--- config.mk ---
export PLATFORM = sky130hd
export DESIGN_NAME = cal_alarm_pair
export DESIGN_NICKNAME = d
export VERILOG_FILES = /design/src/rtl/cal_alarm_pkg.sv /design/src/rtl/cal_alarm_ctrl.sv /design/src/rtl/cal_alarm_dp.sv /design/src/rtl/cal_alarm_pair.sv
export SDC_FILE = /design/constraint.sdc
export NUM_CORES = 1
export LEC_CHECK = 0
export BUFFER_PORTS_ARGS = -buffer_cell sky130_fd_sc_hd__buf_2
export CAP_MARGIN = 30
export CORE_AREA = 2 2 100 102
export DETAILED_ROUTE_END_ITERATION = 8
export DIE_AREA = 0 0 102 104
export GPL_TIMING_DRIVEN = 1
export HOLD_SLACK_MARGIN = 0.02
export PLACE_DENSITY = 0.75
export SLEW_MARGIN = 40
export SYNTH_ARGS = -nofsm -noshare
export SYNTH_HDL_FRONTEND = slang
export SYNTH_HIERARCHICAL = 1
export SYNTH_SLANG_ARGS = --single-unit
--- constraint.sdc ---
create_clock -name clk -period 2.1 [get_ports clk]
set_clock_uncertainty 0.15 [all_clocks]
set_input_delay 0.21 -clock clk [delete_from_list [all_inputs] [get_ports clk]]
set_output_delay 0.21 -clock clk [all_outputs]
set_load 0.01 [all_outputs]
--- src/rtl/cal_alarm_pkg.sv ---
package cal_alarm_pkg;
  localparam int unsigned REG_W     = 8;
  localparam int unsigned VAL_W     = 7;
  localparam int unsigned FIELD_CNT = 6;
  localparam int unsigned ADDR_W    = 3;
  localparam int unsigned CTRL_REPEAT = 0;
  localparam int unsigned CTRL_IRQEN  = 1;

  typedef enum logic [ADDR_W-1:0] {
    R_SEC   = 3'd0,
    R_MIN   = 3'd1,
    R_HOUR  = 3'd2,
    R_DATE  = 3'd3,
    R_MONTH = 3'd4,
    R_DOW   = 3'd5,
    R_CTRL  = 3'd6,
    R_NONE  = 3'd7
  } regSelE;

  // strobes from control to datapath, shared by all alarms
  typedef struct packed {
    logic               tick;
    logic [FIELD_CNT:0] regWe;   // one-hot register select, bit FIELD_CNT = control
    logic [REG_W-1:0]   wrData;
  } strobeT;
endpackage

--- src/rtl/cal_alarm_ctrl.sv ---
module cal_alarm_ctrl
  import cal_alarm_pkg::*;
#(
  parameter int unsigned NUM_ALARMS = 2,
  localparam int unsigned SEL_W = (NUM_ALARMS > 1) ? $clog2(NUM_ALARMS) : 1
) (
  input  logic                  clk,
  input  logic                  rstN,
  input  logic                  tick,
  input  logic                  wrEn,
  input  logic [SEL_W-1:0]      wrSel,
  input  logic [ADDR_W-1:0]     wrAddr,
  input  logic [REG_W-1:0]      wrData,
  input  logic                  clrEn,
  input  logic [NUM_ALARMS-1:0] clrMask,
  input  logic [NUM_ALARMS-1:0] matchVec,
  input  logic [NUM_ALARMS-1:0] repeatVec,
  output strobeT                strobe,
  output logic [NUM_ALARMS-1:0] wrHitVec,
  output logic [NUM_ALARMS-1:0] setVec,
  output logic [NUM_ALARMS-1:0] clrVec,
  output logic [NUM_ALARMS-1:0] armedVec
);
  logic wrLegal;
  assign wrLegal = wrEn && (wrAddr != R_NONE);

  always_comb begin
    strobe        = '0;
    strobe.tick   = tick;
    strobe.wrData = wrData;
    if (wrLegal) strobe.regWe[wrAddr] = 1'b1;
  end

  assign clrVec = clrEn ? clrMask : '0;

  for (genvar a = 0; a < NUM_ALARMS; a++) begin : g_arm
    logic armedQ;
    assign wrHitVec[a] = wrLegal && (wrSel == SEL_W'(a));
    assign setVec[a]   = tick && armedQ && matchVec[a];
    always_ff @(posedge clk) begin
      if (!rstN)                            armedQ <= 1'b0;
      else if (wrHitVec[a])                 armedQ <= 1'b1;
      else if (setVec[a] && !repeatVec[a])  armedQ <= 1'b0;
    end
    assign armedVec[a] = armedQ;
  end
endmodule

--- src/rtl/cal_alarm_dp.sv ---
module cal_alarm_dp
  import cal_alarm_pkg::*;
#(
  parameter int unsigned NUM_ALARMS = 2,
  parameter int unsigned SEC_W  = 6,
  parameter int unsigned MIN_W  = 6,
  parameter int unsigned HOUR_W = 5,
  parameter int unsigned DATE_W = 5,
  parameter int unsigned MON_W  = 4,
  parameter int unsigned DOW_W  = 3
) (
  input  logic                  clk,
  input  logic                  rstN,
  input  strobeT                strobe,
  input  logic [NUM_ALARMS-1:0] wrHitVec,
  input  logic [NUM_ALARMS-1:0] setVec,
  input  logic [NUM_ALARMS-1:0] clrVec,
  input  logic [SEC_W-1:0]      curSec,
  input  logic [MIN_W-1:0]      curMin,
  input  logic [HOUR_W-1:0]     curHour,
  input  logic [DATE_W-1:0]     curDate,
  input  logic [MON_W-1:0]      curMonth,
  input  logic [DOW_W-1:0]      curDow,
  output logic [NUM_ALARMS-1:0] matchVec,
  output logic [NUM_ALARMS-1:0] repeatVec,
  output logic [NUM_ALARMS-1:0] flagVec,
  output logic                  irq
);
  logic [VAL_W-1:0]      curVal [FIELD_CNT];
  logic [NUM_ALARMS-1:0] ieVec;

  assign curVal[0] = VAL_W'(curSec);
  assign curVal[1] = VAL_W'(curMin);
  assign curVal[2] = VAL_W'(curHour);
  assign curVal[3] = VAL_W'(curDate);
  assign curVal[4] = VAL_W'(curMonth);
  assign curVal[5] = VAL_W'(curDow);

  for (genvar a = 0; a < NUM_ALARMS; a++) begin : g_alarm
    logic [FIELD_CNT-1:0] fieldOk;
    logic [1:0]           ctrlQ;
    logic                 flagQ;

    for (genvar f = 0; f < FIELD_CNT; f++) begin : g_field
      logic [REG_W-1:0] fieldQ;
      always_ff @(posedge clk) begin
        if (!rstN)                               fieldQ <= '0;
        else if (wrHitVec[a] && strobe.regWe[f]) fieldQ <= strobe.wrData;
      end
      assign fieldOk[f] = !fieldQ[REG_W-1] || (fieldQ[VAL_W-1:0] == curVal[f]);
    end

    always_ff @(posedge clk) begin
      if (!rstN)                                       ctrlQ <= '0;
      else if (wrHitVec[a] && strobe.regWe[FIELD_CNT]) ctrlQ <= strobe.wrData[1:0];
    end

    always_ff @(posedge clk) begin
      if (!rstN) flagQ <= 1'b0;
      else       flagQ <= (flagQ && !clrVec[a]) || setVec[a];
    end

    assign matchVec[a]  = &fieldOk;
    assign repeatVec[a] = ctrlQ[CTRL_REPEAT];
    assign ieVec[a]     = ctrlQ[CTRL_IRQEN];
    assign flagVec[a]   = flagQ;
  end

  assign irq = |(flagVec & ieVec);
endmodule

--- src/rtl/cal_alarm_pair.sv ---
module cal_alarm_pair
  import cal_alarm_pkg::*;
#(
  parameter int unsigned NUM_ALARMS = 2,
  parameter int unsigned SEC_W  = 6,
  parameter int unsigned MIN_W  = 6,
  parameter int unsigned HOUR_W = 5,
  parameter int unsigned DATE_W = 5,
  parameter int unsigned MON_W  = 4,
  parameter int unsigned DOW_W  = 3,
  localparam int unsigned SEL_W = (NUM_ALARMS > 1) ? $clog2(NUM_ALARMS) : 1
) (
  input  logic                  clk,
  input  logic                  rstN,
  input  logic                  tick,
  input  logic [SEC_W-1:0]      curSec,
  input  logic [MIN_W-1:0]      curMin,
  input  logic [HOUR_W-1:0]     curHour,
  input  logic [DATE_W-1:0]     curDate,
  input  logic [MON_W-1:0]      curMonth,
  input  logic [DOW_W-1:0]      curDow,
  input  logic                  wrEn,
  input  logic [SEL_W-1:0]      wrSel,
  input  logic [2:0]            wrAddr,
  input  logic [7:0]            wrData,
  input  logic                  clrEn,
  input  logic [NUM_ALARMS-1:0] clrMask,
  output logic [NUM_ALARMS-1:0] flagVec,
  output logic                  irq
);
  strobeT                strobe;
  logic [NUM_ALARMS-1:0] wrHitVec, setVec, clrVec, armedVec, matchVec, repeatVec;

  cal_alarm_ctrl #(.NUM_ALARMS(NUM_ALARMS)) u_ctrl (
    .clk(clk), .rstN(rstN), .tick(tick), .wrEn(wrEn), .wrSel(wrSel),
    .wrAddr(wrAddr), .wrData(wrData), .clrEn(clrEn), .clrMask(clrMask),
    .matchVec(matchVec), .repeatVec(repeatVec), .strobe(strobe),
    .wrHitVec(wrHitVec), .setVec(setVec), .clrVec(clrVec), .armedVec(armedVec)
  );

  cal_alarm_dp #(
    .NUM_ALARMS(NUM_ALARMS), .SEC_W(SEC_W), .MIN_W(MIN_W), .HOUR_W(HOUR_W),
    .DATE_W(DATE_W), .MON_W(MON_W), .DOW_W(DOW_W)
  ) u_dp (
    .clk(clk), .rstN(rstN), .strobe(strobe), .wrHitVec(wrHitVec),
    .setVec(setVec), .clrVec(clrVec), .curSec(curSec), .curMin(curMin),
    .curHour(curHour), .curDate(curDate), .curMonth(curMonth), .curDow(curDow),
    .matchVec(matchVec), .repeatVec(repeatVec), .flagVec(flagVec), .irq(irq)
  );
endmodule

# Word-level counts from Yosys, hierarchy flattened
# Index checks and enable logic that the tools add are counted.
classes:
  order_cmp: 2
  n_eq_ne: 13
  n_mux: 8
  n_bitwise: 2
  reduce_logical: 61
ops:
  columns: ["operator", "n"]
  rows:
  - ["7-bit by 5-bit == test with 1-bit output", 4]
  - ["7-bit by 6-bit == test with 1-bit output", 4]
  - ["1-bit logical AND", 26]
  - ["1-bit logical NOT", 16]
  - ["7-bit by 3-bit == test with 1-bit output", 2]
  - ["7-bit by 4-bit == test with 1-bit output", 2]
  - ["1-bit logical OR", 14]
  - ["6-bit AND reduction", 2]
  - ["7-bit 2-to-1 mux", 1]
  - ["1-bit 2-to-1 mux", 5]
  - ["3-bit by 4-bit less-than comparator with 1-bit output (second input constant)", 1]
  - ["2-bit nonzero test", 2]
  - ["1-bit demux with 3-bit select", 1]
  - ["3-bit by 1-bit greater-or-equal comparator with 1-bit output (second input constant)", 1]
  - ["3-bit != test (second input constant)", 1]
  - ["2-bit bitwise AND", 1]
  - ["2-bit 2-to-1 mux", 1]
  - ["2-bit OR reduction", 1]
  - ["1-bit NOT", 1]
totals:
  ff_bits: 104
  word_cells: 104

# Logic depth before layout (Yosys ltp)
# Gate-level depths: netlist of the first run.
depth:
  word_depth: 7
  ltp_mapped: 7
  ltp_nobuf: 7

# By module
# The synthesis of the first run kept the hierarchy.
modules_own_cells:
  columns: ["module", "instances", "cells_each", "area_per_inst_um2", "seq_area_each_um2"]
  rows:
  - ["cal_alarm_dp", 1, 554, 4699.5, 2042.0]
  - ["cal_alarm_ctrl", 1, 41, 286.5, 40.0]

# Worst setup path after synthesis of the first run
# OpenSTA, ideal clock, no wires.
synth_path:
  path_type: "reg-to-reg"
  startpoint: "register u_dp.g_alarm[1].g_field[1].fieldQ[2]"
  endpoint: "register u_ctrl.g_arm[1].armedQ"
  setup_time_ps: 120
  t_arrival_ps: 1715
  setup_slack_ps: 114
  path_stages_with_launch: 8
  n_path_buf: 0
  cell_sequence: "dfxtp_1 xor2_1 or4_1 o41ai_1 nand4_1 a221oi_2 and3b_1 o22ai_1"
synth_between:
  elab_chain_cells: 6
synth_rtl:
  columns: ["item", "line", "source"]
  rows:
  - ["from (decl)", "cal_alarm_dp.sv:45", "logic [REG_W-1:0] fieldQ;"]
  - ["from (signal assigned)", "cal_alarm_dp.sv:48", "else if (wrHitVec[a] && strobe.regWe[f]) fieldQ <= strobe.wrData;"]
  - ["7-bit by 6-bit == test with 1-bit output", "cal_alarm_dp.sv:50", "assign fieldOk[f] = !fieldQ[REG_W-1] || (fieldQ[VAL_W-1:0] == curVal[f]);"]
  - ["1-bit logical OR", "cal_alarm_dp.sv:50", null]
  - ["6-bit AND reduction", "cal_alarm_dp.sv:63", "assign matchVec[a] = &fieldOk;"]
  - ["net matchVec[1]", "cal_alarm_pair.sv:32", "logic [NUM_ALARMS-1:0] wrHitVec, setVec, clrVec, armedVec, matchVec, repeatVec;"]
  - ["1-bit logical AND", "cal_alarm_ctrl.sv:39", "assign setVec[a] = tick && armedQ && matchVec[a];"]
  - ["1-bit logical AND", "cal_alarm_ctrl.sv:43", "else if (setVec[a] && !repeatVec[a]) armedQ <= 1'b0;"]
  - ["2-bit nonzero test (no line)", null, null]
  - ["to (signal assigned)", "cal_alarm_ctrl.sv:41", "if (!rstN) armedQ <= 1'b0;"]
  - ["to (signal assigned)", "cal_alarm_ctrl.sv:42", "else if (wrHitVec[a]) armedQ <= 1'b1;"]
  - ["to (signal assigned)", "cal_alarm_ctrl.sv:43", null]
  - ["to (decl)", "cal_alarm_ctrl.sv:37", "logic armedQ;"]
# The timed path passes the listed nets, and every way through them passes these cells.
# A chain may end at the register's enable or synchronous reset.

# Final worst setup path of the first run
layout_path:
  startpoint: "register u_dp.g_alarm[1].g_field[0].fieldQ[3]"
  endpoint: "register u_ctrl.g_arm[1].armedQ"
layout_between:
  elab_chain_cells: 6
layout_rtl:
  columns: ["item", "line"]
  rows:
  - ["from (decl)", "cal_alarm_dp.sv:45"]
  - ["from (signal assigned)", "cal_alarm_dp.sv:48"]
  - ["7-bit by 6-bit == test with 1-bit output", "cal_alarm_dp.sv:50"]
  - ["1-bit logical OR", "cal_alarm_dp.sv:50"]
  - ["6-bit AND reduction", "cal_alarm_dp.sv:63"]
  - ["net matchVec[1]", "cal_alarm_pair.sv:32"]
  - ["1-bit logical AND", "cal_alarm_ctrl.sv:39"]
  - ["1-bit logical AND", "cal_alarm_ctrl.sv:43"]
  - ["2-bit nonzero test (no line)", null]
# The timed path passes the listed nets, and every way through them passes these cells.

==> out/results.txt, run 1 <==
Outcome = complete, but fails checks
Failing checks = negative setup slack
Vias per inst = 5.52
Final Hold Fails = 0
Synth-to-layout area growth = 13.6%
Worst Path Arrival = 2.32 ns
Max-cap viol count = 0
Port bufs = 50
Share of cells above drive strength 1 = 16.7%
DRT antenna net count = 0
Critical Path RT = 2.20 ns
Worst-Skew Late Latency = 0.36 ns
RSZ-0062 raised after global routing = yes
Internal power = 2800 µW
Final Wtd Congestion = 0.786
Worst setup EP type = register
Slew Viols, Final = 0
Crit-path max FO = 2
Vias in the first global route = 4164
Final worst slack = -0.120 ns
Worst min path class = in2reg
Top delay family on crit path = simple AND/OR/NAND/NOR gates
Hold wc startpoint = wrEn
Crit Path Category = reg2reg
# IOs = 51
Pwr per Cell Area = 660 nW/µm²
R2r setup slk = -0.12 ns
Root buffer cell = clkbuf_8
Nets = 667
Final Setup Violations = 4
Largest net degree at the start of global routing = 49
Worst Path Buf+Inv = 0
TNS Setup = -0.394 ns
Final worst path period share = 106%
Routed WL = 12300 µm
Critical Path End = u_ctrl/g_arm[1].armedQ
N_diodes = 0
Reg2Reg Depth = 7
First-pass GRT wire length = 20400 µm
Synth Instances = 592
Final Instance Area = 5640 µm²
Total clock sinks = 104
Reg2reg start = u_dp/g_alarm[1].g_field[0].fieldQ[3]
Power share of the combinational group = 9.9%
Most frequent cells in the layout = 119 x nand2_1, 102 x dfxtp_1, 101 x nand3_1
TritonCTS Buffers = 9
Slew margin rel. = 70.6%
Slowest stage cell, crit path = or4_4
Initial core utilization = 52.0%
H-tree depth = 3
Hold Buf Count CTS = 0
Num rows = 36
Register share of total power = 53.7%
Residual DRC = 0
Clock power share = 36.4%
Die span in x = 102 µm
Core area = 9550 µm²
Worst-path clk slew = 0.09 ns
CP Depth = 7
Mean post-synth cell area = 8.38 µm²
Leakage = 0.00193 µW
Final core occ = 59.1%
Worst-case clock buffer depth = 2
Worst path max stage delay = 0.53 ns
DPL Wire Length = 8310 µm
Initial antenna violation count = 0
Worst Setup SP = u_dp/g_alarm[1].g_field[0].fieldQ[3]
First-pass DRT Iterations = 5
CTS tree = yes
Synth Cell Area = 4960 µm²
Vert. Die Dim = 104 µm
Worst-margin pin slew = 0.438 ns
Cell chain of the critical path = xor2_1, or4_4, o41ai_4, nand4_1, a221oi_2, and3b_1, o22ai_1
Mapped Nets = 640
Tot GR Track Use = 24.0%
Yosys warnings = 6
Die area = 10600 µm²
FMAX = 0.450 GHz
Worst VDD drop = 0.000466 V
Most common cell after layout, fill and taps aside = nand2_1
Min Clock Period, post-route = 2.22 ns
Placed Area = 5350 µm²
WL/cell = 16.3 µm
Initial DRC Count = 175
Routed vias = 4182
Reg2reg end = u_ctrl/g_arm[1].armedQ
Startpoint Class = register
Sw frac = 24.7%
Sw Pwr = 918 µW
Gr ovfl total = 0
-- worst reg2reg max path: stages (launching register included) --
cell and delay [ns]:
dfxtp_1 0.33, xor2_1 0.16, or4_4 0.53, o41ai_4 0.26
nand4_1 0.17, a221oi_2 0.24, and3b_1 0.21, o22ai_1 0.08
-- registers in the layout, indices dropped and copies added (netlist names) --
name                         cells
u_dp/g_alarm.g_field.fieldQ     96
u_dp/g_alarm.flagQ               2
u_ctrl/g_arm.armedQ              2
u_dp/g_alarm.ctrlQ               4
-- per-layer routing --
| metal | GRT usage [%] | routed length (µm) |
|---|---|---|
| met3 | 3.49 | 519 |
| met1 | 31.8 | 5590 |
| met5 | 0 | 0 |
| met2 | 39.4 | 5910 |
| met4 | 9.14 | 285 |
-- cell type report --
type                       instances  area, µm²
tap                              133        166
fill                             867       3910
clock buffer                      10        128
sequential                       104       2080
clock inverter                     6       83.8
timing repair buffer              71        458
multi-input combinational        433       2720
-- power by group through the flow --
stage	clock network (µW)	logic [µW]	registers, µW
final	1360	368	2000
after global routing	1450	396	2000
after CTS	1380	361	2000
after detailed placement	0	353	2040
after global placement	0	347	2040
after floorplan	0	213	2040
-- what timing repair did --
action | CTS | global route
resized for setup | 8 | 4
cloned | 0 | 0
pin swaps | 3 | 4
hold endpoints to repair | 0 | 0
endpoints found under the setup margin | 4 | 4
setup buffers | 0 | 0
-- stage by stage --
stage	setup WS, ns	total power (µW)	hold slack, ns	cells
3_5_place_dp	-0.198	2400	0.308	741
5_1_grt	-0.217	3850	0.0338	757
6_report	-0.120	3720	0.0408	757
2_1_floorplan	0.114	2250	0.217	592
4_1_cts	-0.119	3740	0.0290	757
3_3_place_gp	-0.151	2390	0.294	741
-- worst min-delay path by stage --
| stage | depth (start not counted) | slack, ns | endpoint |
|---|---|---|---|
| 6_report | 3 | 0.04 | u_ctrl/g_arm[1].armedQ |
| 4_1_cts | 3 | 0.03 | u_ctrl/g_arm[1].armedQ |
| 3_3_place_gp | 2 | 0.29 | u_dp/g_alarm[0].g_field[4].fieldQ[4] |
| 2_1_floorplan | 2 | 0.22 | u_ctrl/g_arm[0].armedQ |
| 5_1_grt | 3 | 0.03 | u_ctrl/g_arm[1].armedQ |
| 3_5_place_dp | 2 | 0.31 | u_dp/g_alarm[1].g_field[4].fieldQ[6] |
(Power assumes the default switching activity.)
==> inputs of run 2 (changes only) <==
--- a/config.mk
+++ b/config.mk
@@ -5,14 +5,17 @@
 export SDC_FILE = /design/constraint.sdc
 export NUM_CORES = 1
 export LEC_CHECK = 0
+export ABC_CLOCK_PERIOD_IN_PS = 2100
 export BUFFER_PORTS_ARGS = -buffer_cell sky130_fd_sc_hd__buf_2
 export CAP_MARGIN = 30
-export CORE_AREA = 2 2 100 102
+export CORE_AREA = 2 2 99 101
+export CTS_BUF_LIST = sky130_fd_sc_hd__clkbuf_8
 export DETAILED_ROUTE_END_ITERATION = 8
-export DIE_AREA = 0 0 102 104
+export DIE_AREA = 0 0 101 103
 export GPL_TIMING_DRIVEN = 1
 export HOLD_SLACK_MARGIN = 0.02
-export PLACE_DENSITY = 0.75
+export PLACE_DENSITY = 0.76
+export RECOVER_POWER = 25
 export SLEW_MARGIN = 40
 export SYNTH_ARGS = -nofsm -noshare
 export SYNTH_HDL_FRONTEND = slang
==> run 2 against run 1 <==
Against the previous run: the flow still finishes with violations (negative setup slack); power increased by 1.2%; largest cell class unchanged; clock power up 3%; global-route usage up 0.22 points; critical path depth up 1; combinational power about the same; worst setup slack got worse by 0.019 ns; critical endpoint is now u_ctrl/g_arm[0].armedQ; routed wire length is 0.96% lower.
==> out/results.txt, run 2 (same netlist as run 1, synthesis figures left out) <==
Tot GR Track Use = 24.3% (was 24.0%)
Biggest regs = u_dp/g_alarm.g_field.fieldQ (96), u_dp/g_alarm.ctrlQ (4) (unchanged)
Startpoint Class = register (unchanged)
Total clock sinks = 104 (unchanged)
Worst-case clock buffer depth = 2 (unchanged)
Slew margin rel. = 37.0% (was 70.6%)
Port bufs = 50 (unchanged)
Largest net degree at the start of global routing = 40 (was 49)
Top delay family on crit path = simple AND/OR/NAND/NOR gates (unchanged)
DPL Wire Length = 8340 µm (was 8310 µm)
FMAX = 0.447 GHz (was 0.450 GHz)
Final Setup Violations = 4 (unchanged)
Final worst slack = -0.139 ns (was -0.120 ns)
Crit Path Category = reg2reg (unchanged)
Most frequent cells in the layout = 119 x nand2_1, 102 x dfxtp_1, 101 x nand3_1 (unchanged)
RSZ-0062 raised after global routing = yes (unchanged)
Dpl cells = 723 (was 741)
Pwr per Cell Area = 669 nW/µm² (was 660 nW/µm²)
Min Clock Period, post-route = 2.24 ns (was 2.22 ns)
Routed vias = 4269 (was 4182)
Worst VDD drop = 0.000300 V (was 0.000466 V)
Vert. Die Dim = 103 µm (was 104 µm)
# IOs = 51 (unchanged)
Final Instance Area = 5630 µm² (was 5640 µm²)
Crit-path max FO = 2 (unchanged)
Worst-path clk slew = 0.10 ns (was 0.09 ns)
Largest register by flop count = u_dp/g_alarm.g_field.fieldQ (unchanged)
Number of fill cells = 830 (was 867)
Slew Viols, Final = 0 (unchanged)
Initial antenna violation count = 0 (unchanged)
Cell chain of the critical path = xor2_1, or4_4, o41ai_4, buf_4, nand4_1, a221oi_2, and3b_1, o22ai_1 (was xor2_1, or4_4, o41ai_4, nand4_1, a221oi_2, and3b_1, o22ai_1)
Worst-Skew Late Latency = 0.38 ns (was 0.36 ns)
Failing checks = negative setup slack (unchanged)
Share of cells above drive strength 1 = 16.3% (was 16.7%)
Synth-to-layout area growth = 13.3% (was 13.6%)
Initial DRC Count = 249 (was 175)
Leakage = 0.00194 µW (was 0.00193 µW)
Worst path max stage delay = 0.44 ns (was 0.53 ns)
First-pass GRT wire length = 19700 µm (was 20400 µm)
Worst min path class = in2reg (unchanged)
Worst setup EP type = register (unchanged)
Final worst path period share = 107% (was 106%)
Final Hold Fails = 0 (unchanged)
Outcome = complete, but fails checks (unchanged)
CTS tree = yes (unchanged)
WL/cell = 16.5 µm (was 16.3 µm)
Die span in x = 101 µm (was 102 µm)
Die area = 10400 µm² (was 10600 µm²)
Gr ovfl total = 0 (unchanged)
Hold Buf Count CTS = 0 (unchanged)
Vias per inst = 5.78 (was 5.52)
Post-route insts no fill = 739 (was 757)
Slowest stage cell, crit path = or4_4 (unchanged)
Worst Path Arrival = 2.36 ns (was 2.32 ns)
Routed WL = 12200 µm (was 12300 µm)
Vias in the first global route = 4104 (was 4164)
Worst Path Buf+Inv = 1 (was 0)
Most common cell after layout, fill and taps aside = nand2_1 (unchanged)
TritonCTS Buffers = 9 (unchanged)
Max-cap viol count = 0 (unchanged)
Critical Path RT = 2.22 ns (was 2.20 ns)
Nets = 668 (was 667)
Initial core utilization = 52.5% (was 52.0%)
DRT antenna net count = 0 (unchanged)
Final Wtd Congestion = 0.828 (was 0.786)
Root buffer cell = clkbuf_8 (unchanged)
Final hold slack = 0.0296 ns (was 0.0408 ns)
H-tree depth = 3 (unchanged)
Core area = 9460 µm² (was 9550 µm²)
Worst-margin pin slew = 0.943 ns (was 0.438 ns)
Number of flip-flops in the largest register = 96 (unchanged)
Residual DRC = 0 (unchanged)
N_diodes = 0 (unchanged)
Total power = 3760 µW (was 3720 µW)
First-pass DRT Iterations = 6 (was 5)
Placed Area = 5350 µm² (about the same)
Final core occ = 59.5% (was 59.1%)
Num rows = 36 (unchanged)
[run 2: cell count changes in the layout (fill, tap and decap cells not counted), sizes merged]
cell and change:
buf -4, clkbuf +4, clkinv -2, clkinvlp +2, dlymetal6s2s +1
[run 2: routing by layer]
layer  part of all wire (%)  global-route usage [%]
met2                     48                    41.4
met5                      0                       0
met1                     45                    30.3
met4                    2.7                    11.6
met3                    4.6                    3.53
[run 2: layout make-up]
| type | instances | area (µm²) | share of cell area, % |
|---|---|---|---|
| Clock buffer | 10 | 138 | 2.45 |
| Timing Repair Buffer | 72 | 449 | 7.98 |
| Clock inverter | 6 | 92.6 | 1.65 |
| Tap cell | 114 | 143 | 2.54 |
| Sequential cell | 104 | 2080 | 37.1 |
| Multi-Input combinational cell | 433 | 2720 | 48.3 |
[run 2: repair_timing]
item,in CTS,in global routing
gates resized for setup,9,4
endpoints found under the setup margin,4,4
setup buffers,0,0
pin swaps,6,7
[run 2: metrics by stage]
| stage | TNS (ns) | worst slack (ns) |
|---|---|---|
| finish | -0.470 | -0.139 |
| global route | -2.66 | -0.214 |
| CTS | -0.418 | -0.136 |
| detailed placement | -0.893 | -0.256 |
| global placement | -0.445 | -0.158 |
| floorplan | 0 | 0.114 |
[run 2: worst register-to-register path: stages, from the launching register on]
cell      delay (ns)
dfxtp_2         0.34
xor2_1          0.14
or4_4           0.44
o41ai_4         0.25
buf_4           0.17
nand4_1         0.13
a221oi_2        0.25
and3b_1         0.19
o22ai_1         0.07
[run 2: final timing paths]
path / from / end / slack, ns / depth (start not counted)
hold / removal: wrEn / u_ctrl/g_arm[1].armedQ / 0.03 / 3
hold reg to reg: u_dp/g_alarm[1].g_field[2].fieldQ[5] / u_dp/g_alarm[1].g_field[2].fieldQ[5] / 0.32 / 2
setup reg to reg: u_dp/g_alarm[0].g_field[4].fieldQ[1] / u_ctrl/g_arm[0].armedQ / -0.14 / 8
setup / recovery: u_dp/g_alarm[0].g_field[4].fieldQ[1] / u_ctrl/g_arm[0].armedQ / -0.14 / 8
[run 2: power by group]
group          switching [µW]  total [µW]  internal, µW
logic                     224         368           144
registers                10.4        2000          1990
clock network             692        1400           707
total                     926        3760          2840
==> inputs of run 3 (changes only) <==
--- a/config.mk
+++ b/config.mk
@@ -14,7 +14,7 @@
 export DIE_AREA = 0 0 101 103
 export GPL_TIMING_DRIVEN = 1
 export HOLD_SLACK_MARGIN = 0.02
-export PLACE_DENSITY = 0.76
+export PLACE_DENSITY = 0.78
 export RECOVER_POWER = 25
 export SLEW_MARGIN = 40
 export SYNTH_ARGS = -nofsm -noshare
==> run 3 against run 2 <==
Against the previous run: the flow still finishes with violations (negative setup slack); first-iteration DRC count shrank 2.0%; routed wire length shrank 0.99%; sequential power is essentially flat; via count shrank 0.49%; critical path depth is the same; combinational power shrank 1%; die area is the same; non-clock buffer count shrank 2; sequential share of layout area grew 0.52 points; flip-flop and latch count is the same; final cell count shrank 0.27%; critical endpoint unchanged; largest cell class unchanged.
==> out/results.txt, run 3 (same netlist as run 1, synthesis figures left out) <==
Outcome = complete, but fails checks (unchanged)
Min Clock Period, post-route = 2.22 ns (was 2.24 ns)
Startpoint Class = register (unchanged)
R2r setup slk = -0.12 ns (was -0.14 ns)
# IOs = 51 (unchanged)
Gr ovfl total = 0 (unchanged)
First-pass GRT wire length = 19700 µm (about the same)
Largest net degree at the start of global routing = 58 (was 40)
WL/cell = 16.4 µm (was 16.5 µm)
DRT antenna net count = 0 (unchanged)
Worst-path clk slew = 0.09 ns (was 0.10 ns)
Vert. Die Dim = 103 µm (unchanged)
Crit Path Category = reg2reg (unchanged)
Final Instance Area = 5550 µm² (was 5630 µm²)
Core area = 9460 µm² (unchanged)
Slew margin rel. = 63.8% (was 37.0%)
Most frequent cells in the layout = 119 x nand2_1, 101 x nand3_1, 101 x dfxtp_1 (was 119 x nand2_1, 102 x dfxtp_1, 101 x nand3_1)
Nets = 666 (was 668)
Routed vias = 4248 (was 4269)
Worst setup EP type = register (unchanged)
Number of flip-flops in the largest register = 96 (unchanged)
Tot GR Track Use = 24.3% (about the same)
Slowest stage cell, crit path = or4_4 (unchanged)
Max-cap viol count = 0 (unchanged)
N_diodes = 0 (unchanged)
Crit-path max FO = 2 (unchanged)
Port bufs = 50 (unchanged)
Die span in x = 101 µm (unchanged)
Share of cells above drive strength 1 = 15.2% (was 16.3%)
Leakage = 0.00190 µW (was 0.00194 µW)
Initial antenna violation count = 0 (unchanged)
Final Wtd Congestion = 0.813 (was 0.828)
Worst-case clock buffer depth = 2 (unchanged)
Residual DRC = 0 (unchanged)
Total power = 3550 µW (was 3760 µW)
Largest register by flop count = u_dp/g_alarm.g_field.fieldQ (unchanged)
H-tree depth = 3 (unchanged)
Synth-to-layout area growth = 11.8% (was 13.3%)
Most common cell after layout, fill and taps aside = nand2_1 (unchanged)
TritonCTS Buffers = 9 (unchanged)
Cell chain of the critical path = xor2_1, or4_4, o41ai_2, buf_4, nand4_1, a221oi_2, and3b_1, o22ai_1 (was xor2_1, or4_4, o41ai_4, buf_4, nand4_1, a221oi_2, and3b_1, o22ai_1)
Dpl cells = 719 (was 723)
Worst-margin pin slew = 0.542 ns (was 0.943 ns)
Number of fill cells = 833 (was 830)
Worst-Skew Late Latency = 0.37 ns (was 0.38 ns)
Final worst slack = -0.116 ns (was -0.139 ns)
Post-route insts no fill = 737 (was 739)
Root buffer cell = clkbuf_8 (unchanged)
Worst VDD drop = 0.000300 V (about the same)
Final Hold Fails = 0 (unchanged)
CTS tree = yes (unchanged)
Total clock sinks = 104 (unchanged)
First-pass DRT Iterations = 5 (was 6)
Failing checks = negative setup slack (unchanged)
Die area = 10400 µm² (unchanged)
Num rows = 36 (unchanged)
Vias in the first global route = 4005 (was 4104)
Final hold slack = 0.0482 ns (was 0.0296 ns)
DPL Wire Length = 7960 µm (was 8340 µm)
Worst path max stage delay = 0.42 ns (was 0.44 ns)
FMAX = 0.451 GHz (was 0.447 GHz)
Pre-CTS WS = -0.212 ns (was -0.256 ns)
Placed Area = 5320 µm² (was 5350 µm²)
Slew Viols, Final = 0 (unchanged)
Initial core utilization = 52.5% (unchanged)
Pwr per Cell Area = 640 nW/µm² (was 669 nW/µm²)
Worst min path class = in2reg (unchanged)
RSZ-0062 raised after global routing = yes (unchanged)
Vias per inst = 5.76 (was 5.78)
Routed WL = 12100 µm (was 12200 µm)
Final Setup Violations = 4 (unchanged)
Worst Path Arrival = 2.32 ns (was 2.36 ns)
Initial DRC Count = 244 (was 249)
Biggest regs = u_dp/g_alarm.g_field.fieldQ (96), u_dp/g_alarm.ctrlQ (4) (unchanged)
Final worst path period share = 106% (was 107%)
Critical Path RT = 2.21 ns (was 2.22 ns)
[run 3: cell types whose count changed in the layout (fill, tap and decap cells not counted), moves of 2 or more]
cell           change
inv_1              +4
clkinv_4           -2
buf_4              -4
dlygate4sd3_1      +2
[run 3: stage by stage]
stage                     util, %  setup TNS (ns)
after global placement       56.2          -0.716
after CTS                    59.0          -0.308
after global routing         58.7           -5.07
final                        58.7          -0.323
after floorplan                 -               0
after detailed placement     56.2          -0.762
[run 3: report_power, final]
part	internal (µW)	total [µW]	switching (µW)
sequential	1990	2000	10.4
clock	534	1190	658
combinational	143	363	220
[run 3: final timing paths]
kind                            cells past startpoint                                 start                                    to
worst max register to register                      8  u_dp/g_alarm[0].g_field[4].fieldQ[1]                u_ctrl/g_arm[0].armedQ
worst min register to register                      2  u_dp/g_alarm[1].g_field[4].fieldQ[4]  u_dp/g_alarm[1].g_field[4].fieldQ[4]
worst min-delay path                                3                                 wrSel                u_ctrl/g_arm[0].armedQ
worst max-delay path                                8  u_dp/g_alarm[0].g_field[4].fieldQ[1]                u_ctrl/g_arm[0].armedQ
[run 3: repair_timing]
| action | CTS | global route |
|---|---|---|
| setup buffers | 0 | 0 |
| setup endpoints to repair | 4 | 6 |
| endpoints found under the hold margin | 1 | 0 |
| pin swaps | 2 | 5 |
| hold buffers | 2 | 0 |
| resized for setup | 10 | 3 |
[run 3: critical path: cells and delay by family (launching register included)]
family	cells	cell delay, ns
compound gates	3	0.58
xor+xnor	1	0.16
buf+inv	1	0.17
flops	1	0.33
simple gates	3	0.74
[run 3: area by class of cell]
cell class	instances	area (µm²)	share of cell area [%]
clock inverters	7	57.6	1.04
repair buffers	70	443	7.98
multi-input cells	433	2700	48.6
flip-flops and latches	104	2090	37.6
well taps	114	143	2.57
clock buffers	9	124	2.23
[run 3: per-layer routing]
| layer | GRT usage [%] | share of wire [%] | vias up |
|---|---|---|---|
| li1 | - | - | 2065 |
| met1 | 32.1 | 45 | 2037 |
| met2 | 40.6 | 49 | 130 |
| met3 | 3.25 | 4.6 | 16 |
| met4 | 9.25 | 1.7 | 0 |
| met5 | 0 | 0 | - |
